File: config.mk
export PLATFORM = sky130hd
export DESIGN_NAME = wdog_timer
export DESIGN_NICKNAME = d
export VERILOG_FILES = /design/src/rtl/wdt_pkg.sv /design/src/rtl/wdt_regs.sv /design/src/rtl/wdt_counter.sv /design/src/rtl/wdt_response.sv /design/src/rtl/wdog_timer.sv
export SDC_FILE = /design/constraint.sdc
export NUM_CORES = 1
export LEC_CHECK = 0
export BUFFER_PORTS_ARGS = -buffer_cell sky130_fd_sc_hd__buf_4
export CORE_MARGIN = 5
export CORE_UTILIZATION = 40
export DETAILED_ROUTE_END_ITERATION = 16
export MAX_ROUTING_LAYER = met4
export RECOVER_POWER = 50
export SYNTH_ARGS = -nofsm -noshare
export SYNTH_HDL_FRONTEND = slang
export SYNTH_HIERARCHICAL = 1
export SYNTH_SLANG_ARGS = --single-unit
File: constraint.sdc
create_clock -name clk -period 3.1 [get_ports clk]
set_clock_uncertainty 0.1 [all_clocks]
set_input_delay 0.31 -clock clk [delete_from_list [all_inputs] [get_ports clk]]
set_output_delay 0.31 -clock clk [all_outputs]
set_load 0.02 [all_outputs]
File: src/rtl/wdt_pkg.sv
package wdt_pkg;
  localparam int OFS_CTRL  = 'h00;
  localparam int OFS_RANGE = 'h04;
  localparam int OFS_KICK  = 'h0C;
  localparam logic [7:0] KICK_KEY = 8'h76;
endpackage

File: src/rtl/wdt_regs.sv
module wdt_regs
  import wdt_pkg::*;
#(
  parameter int ADDR_W = 8,
  parameter int DATA_W = 32,
  parameter int IDX_W  = 4
) (
  input  logic              clk,
  input  logic              rst,
  input  logic              bus_valid,
  input  logic              bus_write,
  input  logic [ADDR_W-1:0] bus_addr,
  input  logic [DATA_W-1:0] bus_wdata,
  output logic              en_o,
  output logic              mode_o,
  output logic [IDX_W-1:0]  norm_idx_o,
  output logic [IDX_W-1:0]  init_idx_o,
  output logic              start_o,
  output logic              stop_o,
  output logic              kick_o,
  output logic [DATA_W-1:0] rdata_o,
  output logic              rvalid_o
);
  logic wr_ctrl, wr_range, wr_kick, rd_req;
  logic wdata_unused;
  logic [DATA_W-1:0] rd_mux;

  assign wdata_unused = ^bus_wdata;
  assign rd_req   = bus_valid && !bus_write;
  assign wr_ctrl  = bus_valid && bus_write && (bus_addr == ADDR_W'(OFS_CTRL));
  assign wr_range = bus_valid && bus_write && (bus_addr == ADDR_W'(OFS_RANGE));
  assign wr_kick  = bus_valid && bus_write && (bus_addr == ADDR_W'(OFS_KICK));

  assign start_o = wr_ctrl && bus_wdata[0] && !en_o;
  assign stop_o  = wr_ctrl && !bus_wdata[0];
  assign kick_o  = wr_kick && (bus_wdata[7:0] == KICK_KEY) && en_o;

  always_comb begin
    rd_mux = '0;
    if (bus_addr == ADDR_W'(OFS_CTRL)) begin
      rd_mux[1:0] = {mode_o, en_o};
    end else if (bus_addr == ADDR_W'(OFS_RANGE)) begin
      rd_mux[2*IDX_W-1:0] = {init_idx_o, norm_idx_o};
    end
  end

  always_ff @(posedge clk) begin
    if (rst) begin
      en_o       <= 1'b0;
      mode_o     <= 1'b0;
      norm_idx_o <= '0;
      init_idx_o <= '0;
      rdata_o    <= '0;
      rvalid_o   <= 1'b0;
    end else begin
      if (wr_ctrl) begin
        en_o   <= bus_wdata[0];
        mode_o <= bus_wdata[1];
      end
      if (wr_range) begin
        norm_idx_o <= bus_wdata[IDX_W-1:0];
        init_idx_o <= bus_wdata[2*IDX_W-1:IDX_W];
      end
      rvalid_o <= rd_req;
      if (rd_req) rdata_o <= rd_mux;
    end
  end

  a_r11_read_latency: assert property (@(posedge clk) disable iff (rst)
    rd_req |=> rvalid_o);
  a_r2_start_enables: assert property (@(posedge clk) disable iff (rst)
    start_o |=> en_o);
endmodule

File: src/rtl/wdt_counter.sv
module wdt_counter #(
  parameter int CNT_W    = 32,
  parameter int IDX_W    = 4,
  parameter int BASE_EXP = 16
) (
  input  logic             clk,
  input  logic             rst,
  input  logic             en_i,
  input  logic             start_i,
  input  logic             stop_i,
  input  logic             kick_i,
  input  logic [IDX_W-1:0] norm_idx_i,
  input  logic [IDX_W-1:0] init_idx_i,
  output logic             expire_o
);
  localparam int IDX_N = 1 << IDX_W;

  logic [CNT_W-1:0] reload_tab [IDX_N];
  logic [CNT_W-1:0] cnt_q, norm_val, init_val;

  for (genvar g = 0; g < IDX_N; g++) begin : g_reload
    localparam logic [63:0] PERIOD_M1 = (64'd1 << (BASE_EXP + g)) - 64'd1;
    assign reload_tab[g] = PERIOD_M1[CNT_W-1:0];
  end

  assign norm_val = reload_tab[norm_idx_i];
  assign init_val = reload_tab[init_idx_i];
  assign expire_o = en_i && !start_i && !stop_i && !kick_i && (cnt_q == '0);

  always_ff @(posedge clk) begin
    if (rst) begin
      cnt_q <= '0;
    end else if (start_i) begin
      cnt_q <= init_val;
    end else if (stop_i) begin
      cnt_q <= cnt_q;
    end else if (kick_i) begin
      cnt_q <= norm_val;
    end else if (en_i) begin
      if (cnt_q == '0) cnt_q <= norm_val;
      else             cnt_q <= cnt_q - 1'b1;
    end
  end

  a_r4_start_load: assert property (@(posedge clk) disable iff (rst)
    start_i |=> (cnt_q == $past(init_val)));
  a_r5_kick_reload: assert property (@(posedge clk) disable iff (rst)
    kick_i |=> (cnt_q == $past(norm_val)));
  a_r10_hold_disabled: assert property (@(posedge clk) disable iff (rst)
    (!en_i && !start_i) |=> $stable(cnt_q));
endmodule

File: src/rtl/wdt_response.sv
module wdt_response #(
  parameter int RST_CYCLES = 8
) (
  input  logic clk,
  input  logic rst,
  input  logic expire_i,
  input  logic kick_i,
  input  logic stop_i,
  input  logic mode_i,
  output logic irq_o,
  output logic rst_o
);
  localparam int PW = (RST_CYCLES < 2) ? 1 : $clog2(RST_CYCLES);

  logic [PW-1:0] pcnt_q;
  logic fire;

  assign fire = expire_i && (!mode_i || irq_o);

  always_ff @(posedge clk) begin
    if (rst) begin
      irq_o  <= 1'b0;
      rst_o  <= 1'b0;
      pcnt_q <= '0;
    end else begin
      if (kick_i || stop_i)                  irq_o <= 1'b0;
      else if (expire_i && mode_i && !irq_o) irq_o <= 1'b1;

      if (fire) begin
        rst_o  <= 1'b1;
        pcnt_q <= PW'(RST_CYCLES - 1);
      end else if (pcnt_q != '0) begin
        pcnt_q <= pcnt_q - 1'b1;
      end else begin
        rst_o <= 1'b0;
      end
    end
  end

  a_r9_irq_cleared: assert property (@(posedge clk) disable iff (rst)
    (kick_i || stop_i) |=> !irq_o);
  a_r8_first_irq: assert property (@(posedge clk) disable iff (rst)
    (expire_i && mode_i && !irq_o) |=> irq_o);
  a_r7_rst_cause: assert property (@(posedge clk) disable iff (rst)
    $rose(rst_o) |-> $past(expire_i));
endmodule

File: src/rtl/wdog_timer.sv
module wdog_timer #(
  parameter int ADDR_W     = 8,
  parameter int DATA_W     = 32,
  parameter int CNT_W      = 32,
  parameter int IDX_W      = 4,
  parameter int BASE_EXP   = 16,
  parameter int RST_CYCLES = 8
) (
  input  logic              clk,
  input  logic              rst,
  input  logic              bus_valid,
  input  logic              bus_write,
  input  logic [ADDR_W-1:0] bus_addr,
  input  logic [DATA_W-1:0] bus_wdata,
  output logic [DATA_W-1:0] bus_rdata,
  output logic              bus_rvalid,
  output logic              wdt_irq,
  output logic              wdt_rst
);
  logic en, mode, start, stop, kick, expire;
  logic [IDX_W-1:0] norm_idx, init_idx;

  wdt_regs #(.ADDR_W(ADDR_W), .DATA_W(DATA_W), .IDX_W(IDX_W)) u_regs (
    .clk(clk), .rst(rst),
    .bus_valid(bus_valid), .bus_write(bus_write),
    .bus_addr(bus_addr), .bus_wdata(bus_wdata),
    .en_o(en), .mode_o(mode), .norm_idx_o(norm_idx), .init_idx_o(init_idx),
    .start_o(start), .stop_o(stop), .kick_o(kick),
    .rdata_o(bus_rdata), .rvalid_o(bus_rvalid)
  );

  wdt_counter #(.CNT_W(CNT_W), .IDX_W(IDX_W), .BASE_EXP(BASE_EXP)) u_counter (
    .clk(clk), .rst(rst),
    .en_i(en), .start_i(start), .stop_i(stop), .kick_i(kick),
    .norm_idx_i(norm_idx), .init_idx_i(init_idx),
    .expire_o(expire)
  );

  wdt_response #(.RST_CYCLES(RST_CYCLES)) u_response (
    .clk(clk), .rst(rst),
    .expire_i(expire), .kick_i(kick), .stop_i(stop), .mode_i(mode),
    .irq_o(wdt_irq), .rst_o(wdt_rst)
  );
endmodule

# After elaboration in Yosys (flattened, before gate mapping)
# Memories as Yosys holds them, arrays and structs flattened.
# Cells that the tools add are included.
# totals
memories,2
word_cells,73
romBits,1024
reg_bits,56
input_bits,44
output_inout_bits,35
# memory_table
memory,depth,width,rd,rd_ports_with_merged_regs,write_ports,line_no,text
(no name shown),16,32,1,0,0,wdt_counter.sv:27,assign init_val = reload_tab[init_idx_i];
(no name shown),16,32,1,0,0,wdt_counter.sv:26,assign norm_val = reload_tab[norm_idx_i];
# op_classes
muxes,16
reduce_logical,34
n_lt_le_gt_ge,2
add_sub_neg,2
bitwise,2
eq_ne,5
# ops
cell,n
$mux W32,9
$logic_not A32 Y1,1
$sub A32 B1 Y32 const B,1
$logic_and A1 B1 Y1,17
$ge A5 B5 Y1 const B,2
$not A4 Y5,2
$eq A8 B3 Y1 const B,1
$eq A8 B4 Y1 const B,1
$eq A8 B7 Y1 const B,1
$logic_not A1 Y1,8
$logic_not A8 Y1,1
$mux W8,1
$mux W3,2
$mux W6,1
$reduce_bool A3 Y1,2
$ne A2 B1 Y1 const B,2
$sub A3 B1 Y3 const B,1
$logic_or A1 B1 Y1,2
$mux W1,2
$mux W2,1
$reduce_and A2 Y1,1
$reduce_bool A2 Y1,1
$reduce_or A2 Y1,1

# Longest topological paths before layout
# Gate-level depths: netlist (run 1).
# logic_depth
ltp_word,11
ltp_mapped,11

# Hierarchy
# Netlist (run 1), hierarchy kept.
# modules_own_cells
module,seq_area_each_um2,n_inst,area_each_um2,cells_per_inst
wdt_counter,640.6,1,2233.4,285
wdt_regs,380.4,1,1068.5,109
wdt_response,100.1,1,234.0,24

# Worst setup path after synthesis (run 1)
# OpenSTA, ideal clock, no wires.
# synth_path
kind,input-to-reg
startpoint,input bus_addr[1]
endpoint,register u_counter.cnt_q[12]
t_required_ns,2.914
t_arrival_ns,3.194
stages,11
setup_slack_ns,-0.280
cell_sequence,or4_4 -> buf_6 -> or3_1 -> nor4_1 -> clkbuf_1 -> o21bai_1 -> nand2b_1 -> nand2b_1 -> or4_1 -> a22o_1 -> a211oi_1
# synth_between
elab_chain_cells,7
word_cells_on_any_way,15
classes_between,eq/ne: 2; mux: 3; reduce/logical: 10
# synth_rtl
element,line_no,text
start: declaration,wdog_timer.sv:13,"input logic [ADDR_W-1:0] bus_addr,"
$eq A8 B4 Y1 (*),wdt_regs.sv:32,assign wr_kick = bus_valid && bus_write && (bus_addr == ADDR_W'(OFS_KICK));
$logic_and A1 B1 Y1 (*),wdt_regs.sv:32,
$logic_and A1 B1 Y1 (*) (2 in series),wdt_regs.sv:36,assign kick_o = wr_kick && (bus_wdata[7:0] == KICK_KEY) && en_o;
named net kick,wdog_timer.sv:20,"logic en, mode, start, stop, kick, expire;"
$mux W32,wdt_counter.sv:37,end else if (kick_i) begin
$mux W32,wdt_counter.sv:35,end else if (stop_i) begin
$mux W32,wdt_counter.sv:33,end else if (start_i) begin
end signal: assignment,wdt_counter.sv:34,cnt_q <= init_val;
end signal: assignment,wdt_counter.sv:36,cnt_q <= cnt_q;
end signal: assignment,wdt_counter.sv:38,cnt_q <= norm_val;
end: declaration,wdt_counter.sv:19,"logic [CNT_W-1:0] cnt_q, norm_val, init_val;"
# Mark *: on every way through the listed nets, which the timed path passes. The rest lies on a longest branch. The select of a mux whose other input is x is not followed.
# A chain may end at the register's enable or synchronous reset.

# Worst setup path in the final report (run 1)
# layout_path
startpoint,input bus_addr[1]
endpoint,register u_counter.cnt_q[19]
# layout_between
word_cells_on_any_way,15
classes_between,eq/ne: 2; mux: 3; reduce/logical: 10
# layout_rtl
element,line_no,text
$logic_not A8 Y1,wdt_regs.sv:30,assign wr_ctrl = bus_valid && bus_write && (bus_addr == ADDR_W'(OFS_CTRL));
$logic_and A1 B1 Y1,wdt_regs.sv:30,
$logic_and A1 B1 Y1,wdt_regs.sv:35,assign stop_o = wr_ctrl && !bus_wdata[0];
named net stop,wdog_timer.sv:20,
$ne A2 B1 Y1 (no line),n/a,
$reduce_and A2 Y1 (no line),n/a,
# The timed path passes the listed nets, and every way through them passes these cells. The select of a mux whose other input is x is not followed.

==> results.ini, run 1 <==
[status]
status = finished, violations left
failed_checks = capacitance limit, slew limit

[yosys]
synth.distinct_cells = 65
synthAdderAreaFrac = 0.0142
avgSynthCellArea_um2 = 8.46
syn_inst = 418
yosysSeqAreaShare = 0.317
synth_area_mm2 = 0.00354
yosysTopAreaCell = dfxtp_1
yosysTopAreaCellShare = 0.317
synth-seq-cells = 56
yosys-mux-area-fraction = 0.0453
synthArstFlopShare = 0
synth_edf_count = 0
synthTopCellsByArea = dfxtp_1 (32%), buf_4 (5.1%), nand2b_1 (4.1%), a21oi_1 (4.0%), mux2i_1 (3.7%)
ys.flop_type = dfxtp_1
synth_xor_area_frac = 0.0446
synth-simple-area-share = 0.269
synth_top_family_by_area = simple AND/OR/NAND/NOR gates
synth_compound_area_frac = 0.212
yosysWarnings = 6

[die]
coreArea_mm2 = 0.00868
rows = 34
io_pins = 79
die_area_mm2 = 0.0108
die_h_um = 104
die_x_um = 104
initial_core_util = 0.407

[worst_setup_path]
r2r_cells = 6
critPathMaxStageDelay_ps = 580
path_buf_inv = 3
critPathLaunchType = primary input
rr_endpoint = u_response/rst_o
critPathRequiredTime_ps = 3220
critPathSlowestCell = or4_1
path_class = in -> reg
cp_top_family = simple AND/OR/NAND/NOR gates
crit_path_end_kind = flop
r2r_slack_ps = 270
worst-path-max-fanout = 6
path_cells = clkbuf_4 > or4_1 > or4_1 > clkbuf_1 > nor2_1 > o21bai_2 > clkbuf_1 > nor2_1 > nand2_1 > a21oi_1 > a22o_1
r2r-start = u_counter/cnt_q[22]
cp.arrival_ps = 3080

[placement]
place_congestion = 0.838
io_buffers = 30
dpl.hpwl_um = 6610

[detailed_routing]
vias = 3221
avgViaCountPerCell = 5.66
drtPass1Iterations = 4
drc = 0
wirelength_um = 9220
wl_per_cell_um = 16.2
first_iter_violations = 179
ant_nets = 0

[timing]
rsz0062_at_grt = no
fmax_mhz = 338
slew_headroom = -0.0412
hold_viol_final = 0
report.final.slew_viol_count = 9
period_needed_ps = 2960
setup_viol = 0
tightest_slew_ps = 1540
period_share = 0.955
fin_setup_tns_ps = 0

[global_routing]
grt_usage = 0.171
grt_pass1_vias = 3024
grt_max_degree = 56
grt-ovfl-total = 0
grt_pass1_wl_um = 15400
antenna_found_initial = 0

[layout]
n_antenna_cell = 0
postLayoutCoreUtil = 0.456
mostFrequentLayoutCells = dfxtp_1 (56), buf_4 (42), a21oi_1 (28), nor2_1 (27), nand2_1 (25)
fill_cells = 904
final_nets = 508
drive_above_1_share = 0.163
multi_input_area_mm2 = 0.00216
layout_commonest_cell = dfxtp_1
regArea_mm2 = 0.00112
areaGrowthSynthToFinish_pct = 12.0

[clock_network]
htree_levels = 2
cts.reportedPaths.clkPinSlew_ps = 100
clk_path_buf_depth = 2
cts_hold_buffers = 0
postCtsSetupBuffers = 0
clk-insertion-delay-late_ps = 310
cts_sinks = 56
root_buffer = clkbuf_8
cts_made_buffers = 5
tritoncts = built
cts_resized = 0

[power]
p_per_area_mw_per_mm2 = 375
p_leak_nw = 1.52
ir_drop_mv = 0.187

[min_path]
min_path_cells = 2
hp-class = in -> reg
hold_path.startpoint = bus_write
hold_end = u_regs/rvalid_o

[job]
maxCapViolCount = 1

## power breakdown
| group | internal, mW | switching, mW |
|---|---|---|
| clock network | 0.241 | 0.250 |
| logic | 0.114 | 0.134 |
| registers | 0.737 | 0.00919 |
| total | 1.09 | 0.393 |
## worst max path at each step
stage / from / endpoint / depth (start not counted)
final: bus_addr[1] / u_counter/cnt_q[19] / 11
after global routing: bus_addr[1] / u_counter/cnt_q[20] / 11
after CTS: u_counter/cnt_q[14] / u_response/rst_o / 6
after detailed placement: bus_addr[1] / u_counter/cnt_q[4] / 10
after global placement: bus_addr[1] / u_counter/cnt_q[4] / 10
after floorplan: bus_addr[1] / u_counter/cnt_q[12] / 11
## final cells by class
class	instances	share of cell area
timing repair buffer	59	0.0967
inverter	14	0.0133
clock buffer	6	0.0183
clock inverter	2	0.00885
sequential	56	0.283
tap	108	0.0341
multi-input combinational	324	0.546
## per-stage QoR
step,hold slack (ps),instance area [um2],std cells,setup WS [ps],power (mW)
after global placement,344,3940,561,0.488,1.01
after detailed placement,365,3940,561,-23.0,1.01
after CTS,83.6,4050,569,285,1.50
after global routing,97.3,3960,569,42.8,1.56
final,101,3960,569,140,1.48
after floorplan,272,3660,441,-34.0,0.978
## per-layer routing
layer / share of wire / track usage / routed length, um
met1: 0.50 / 0.249 / 4580
met2: 0.45 / 0.250 / 4130
met3: 0.040 / 0.0199 / 373
met4: 0.014 / 0.0481 / 133
met5: 0 / - / 0
## cell families after synthesis
family          after synthesis
simple gates                159
compound gates              104
buf+inv                      61
flops                        56
xor+xnor                     18
mux                          15
fa+ha+maj                     4
other cells                   1
## sequential cells by signal, indices dropped and copies added (netlist names)
signal,cells
u_counter/cnt_q,32
u_regs/rdata_o,8
u_regs/init_idx_o,4
u_regs/norm_idx_o,4
u_response/pcnt_q,3
u_regs/en_o,1
u_regs/mode_o,1
u_regs/rvalid_o,1
u_response/irq_o,1
u_response/rst_o,1
## synth_stat cells (3+ instances only)
master and instances:
nor3_1 13, xor2_1 8, mux2i_1 13, a211oi_1 4, clkbuf_1 18, o21ai_0 13, a311oi_1 3, dfxtp_1 56
nand2_1 25, a31oi_1 7, o21a_1 4, o31ai_1 3, buf_4 24, or4_1 6, nand2b_1 23, a21oi_1 28
nor3b_1 6, o32ai_1 3, nor2_1 27, or3_1 8, a22o_1 9, nor4_1 19, nand3_1 11, xnor2_1 10
a221o_1 3, ha_1 4, buf_6 3, inv_1 14
Power figures use the tool's default switching activity.
==> inputs of run 2 (changes only) <==
==> constraint.sdc (replaced) <==
create_clock -name clk -period 2.5 [get_ports clk]
set_clock_uncertainty 0.1 [all_clocks]
set_input_delay 0.25 -clock clk [delete_from_list [all_inputs] [get_ports clk]]
set_output_delay 0.25 -clock clk [all_outputs]
set_load 0.02 [all_outputs]
==> run 2 against run 1 <==
The run ends with setup timing left. Sequential power grew 24%. First-iteration DRC count grew 77%. Clock power grew 9.2%. Largest cell class unchanged. Highest routed layer unchanged.
==> results.ini, run 2 (synthesis results as in run 1) <==
[worst_setup_path]
critPathMaxStageDelay_ps = 550  ; -30 ps
worst-path-max-fanout = 4  ; -2
rr_endpoint = u_counter/cnt_q[21]
critPathLaunchType = primary input
critPathSlowestCell = or4_4
r2r-start = u_counter/cnt_q[17]
r2r_cells = 7  ; +1
path_class = in -> reg
path_buf_inv = 1  ; -2
crit_path_end_kind = flop
cp_top_family = simple AND/OR/NAND/NOR gates
cp.arrival_ps = 2690  ; -390 ps
critPathRequiredTime_ps = 2640  ; -580 ps
r2r_slack_ps = 0  ; -270 ps
crit_top_cell = or4_4
path_cells = buf_6 > or4_4 > or4_4 > nor3b_4 > nand2b_4 > nand2b_4 > or4_4 > a22o_1 > a211oi_2

[global_routing]
grt-ovfl-total = 0  ; unchanged
grt_pass1_wl_um = 16000  ; +3.6%
grt_pass1_vias = 3274  ; +8.3%
grt_max_degree = 29  ; -48%
grt_usage = 0.177  ; +0.00547
antenna_found_initial = 0  ; unchanged

[detailed_routing]
ant_nets = 0  ; unchanged
drtPass1Iterations = 5  ; +1
first_iter_violations = 316  ; +77%
drc = 0  ; unchanged
avgViaCountPerCell = 5.64  ; -0.37%
vias = 3491  ; +8.4%
wirelength_um = 9940  ; +7.8%
wl_per_cell_um = 16.1  ; -0.91%

[timing]
rsz0062_at_grt = yes
slew_headroom = 0.389  ; +0.430
period_share = 1.02
layout_setup_ws_ps = -43.6  ; -184 ps
report.final.slew_viol_count = 0  ; -9
setup_viol = 3  ; +3
fmax_mhz = 393
tightest_slew_ps = 915  ; -625 ps
hold_viol_final = 0  ; unchanged
period_needed_ps = 2540

[die]
coreArea_mm2 = 0.00868  ; unchanged
die_area_mm2 = 0.0108  ; unchanged
initial_core_util = 0.407  ; unchanged
io_pins = 79  ; unchanged
die_h_um = 104  ; unchanged
rows = 34  ; unchanged
die_x_um = 104  ; unchanged

[layout]
largest_register_ffs = 32  ; unchanged
reg_top3 = u_counter/cnt_q: 32 flops, u_regs/rdata_o: 8 flops
fill_cells = 836  ; -7.5%
final_cell_area_mm2 = 0.00460  ; +16%
n_antenna_cell = 0  ; unchanged
mostFrequentLayoutCells = buf_4 (89), dfxtp_1 (53), a21oi_1 (28), nor2_1 (25)
top_register = u_counter/cnt_q
instances_no_fill = 619  ; +8.8%
final_nets = 558  ; +9.8%
regArea_mm2 = 0.00112  ; +0.33%
drive_above_1_share = 0.315  ; +0.152
postLayoutCoreUtil = 0.530  ; +0.0732
multi_input_area_mm2 = 0.00237  ; +9.7%
areaGrowthSynthToFinish_pct = 30.0
layout_commonest_cell = buf_4

[power]
p_leak_nw = 1.85  ; +21%
p_per_area_mw_per_mm2 = 391  ; +4.5%
p_total_mw = 1.80  ; +21%
ir_drop_mv = 0.401  ; +110%

[min_path]
min_path_cells = 2  ; unchanged
hp-class = in -> reg
hold_path.startpoint = bus_write
hold_end = u_regs/rvalid_o

[clock_network]
tritoncts = built
clk-insertion-delay-late_ps = 320  ; about the same
root_buffer = clkbuf_8
clk_path_buf_depth = 2  ; unchanged
cts_made_buffers = 5  ; unchanged
cts_sinks = 56  ; unchanged
htree_levels = 2  ; unchanged
cts.reportedPaths.clkPinSlew_ps = 110  ; about the same

[placement]
dpl-instance-area_mm2 = 0.00433  ; +9.8%
dpl.hpwl_um = 7250  ; +9.7%
place_congestion = 0.882  ; +5.3%
io_buffers = 30  ; unchanged
dp_cells = 608  ; +8.4%

[status]
failed_checks = setup timing
status = finished, violations left

[job]
maxCapViolCount = 0  ; -1

==> run 2: cell count changes in the layout (fill, tap and decap cells not counted), sizes merged <==
cell      delta
clkinvlp     +1
clkinv       -1
inv          +2
buf         +55
clkbuf       -6
bufinv       -1
==> run 2: through the flow <==
| step | hold WS [ps] | TNS (ps) | setup WS [ps] |
|---|---|---|---|
| global route | 32.8 | -565 | -92.6 |
| global placement | 345 | -10800 | -437 |
| CTS | 41.2 | -39.4 | -34.6 |
| detailed placement | 354 | -11540 | -494 |
| floorplan | 212 | -9830 | -555 |
| finish | 39.5 | -67.8 | -43.6 |
==> run 2: area by class of cell <==
| cell class | count | share of cell area |
|---|---|---|
| Clock inverter | 3 | 0.00545 |
| Inverter | 14 | 0.0114 |
| Tap cell | 108 | 0.0294 |
| Clock buffer | 5 | 0.0150 |
| Timing Repair Buffer | 109 | 0.178 |
| Multi-Input combinational cell | 324 | 0.516 |
| Sequential cell | 56 | 0.245 |
==> run 2: worst max-delay path by stage <==
stage	from	endpoint	slack (ps)	cells past startpoint
CTS	bus_addr[1]	u_counter/cnt_q[12]	-30	9
global placement	bus_addr[1]	u_counter/cnt_q[4]	-440	10
detailed placement	bus_addr[1]	u_counter/cnt_q[4]	-490	10
global route	bus_addr[1]	u_counter/cnt_q[20]	-90	11
finish	bus_addr[1]	u_counter/cnt_q[12]	-40	9
floorplan	bus_addr[1]	u_counter/cnt_q[12]	-560	11
==> run 2: metal layers <==
metal,share of wire,wire [um],vias up,GRT usage
li1,-,-,1681,-
met1,0.45,4450,1674,0.229
met2,0.49,4910,124,0.294
met3,0.046,459,12,0.0267
met4,0.012,123,0,0.0361
met5,0,0,-,-
==> run 2: repair_timing <==
| item | in CTS | in global routing |
|---|---|---|
| hold buffers | 0 | 0 |
| gates resized for setup | 15 | 31 |
| buffers inserted | 1 | 2 |
| setup endpoints to repair | 27 | 23 |
| pin swaps | 5 | 14 |
==> run 2: where the power goes <==
part	leakage (nW)	internal [mW]	switching, mW
Clock	0.0452	0.205	0.330
Combinational	1.35	0.162	0.177
Sequential	0.453	0.913	0.0118
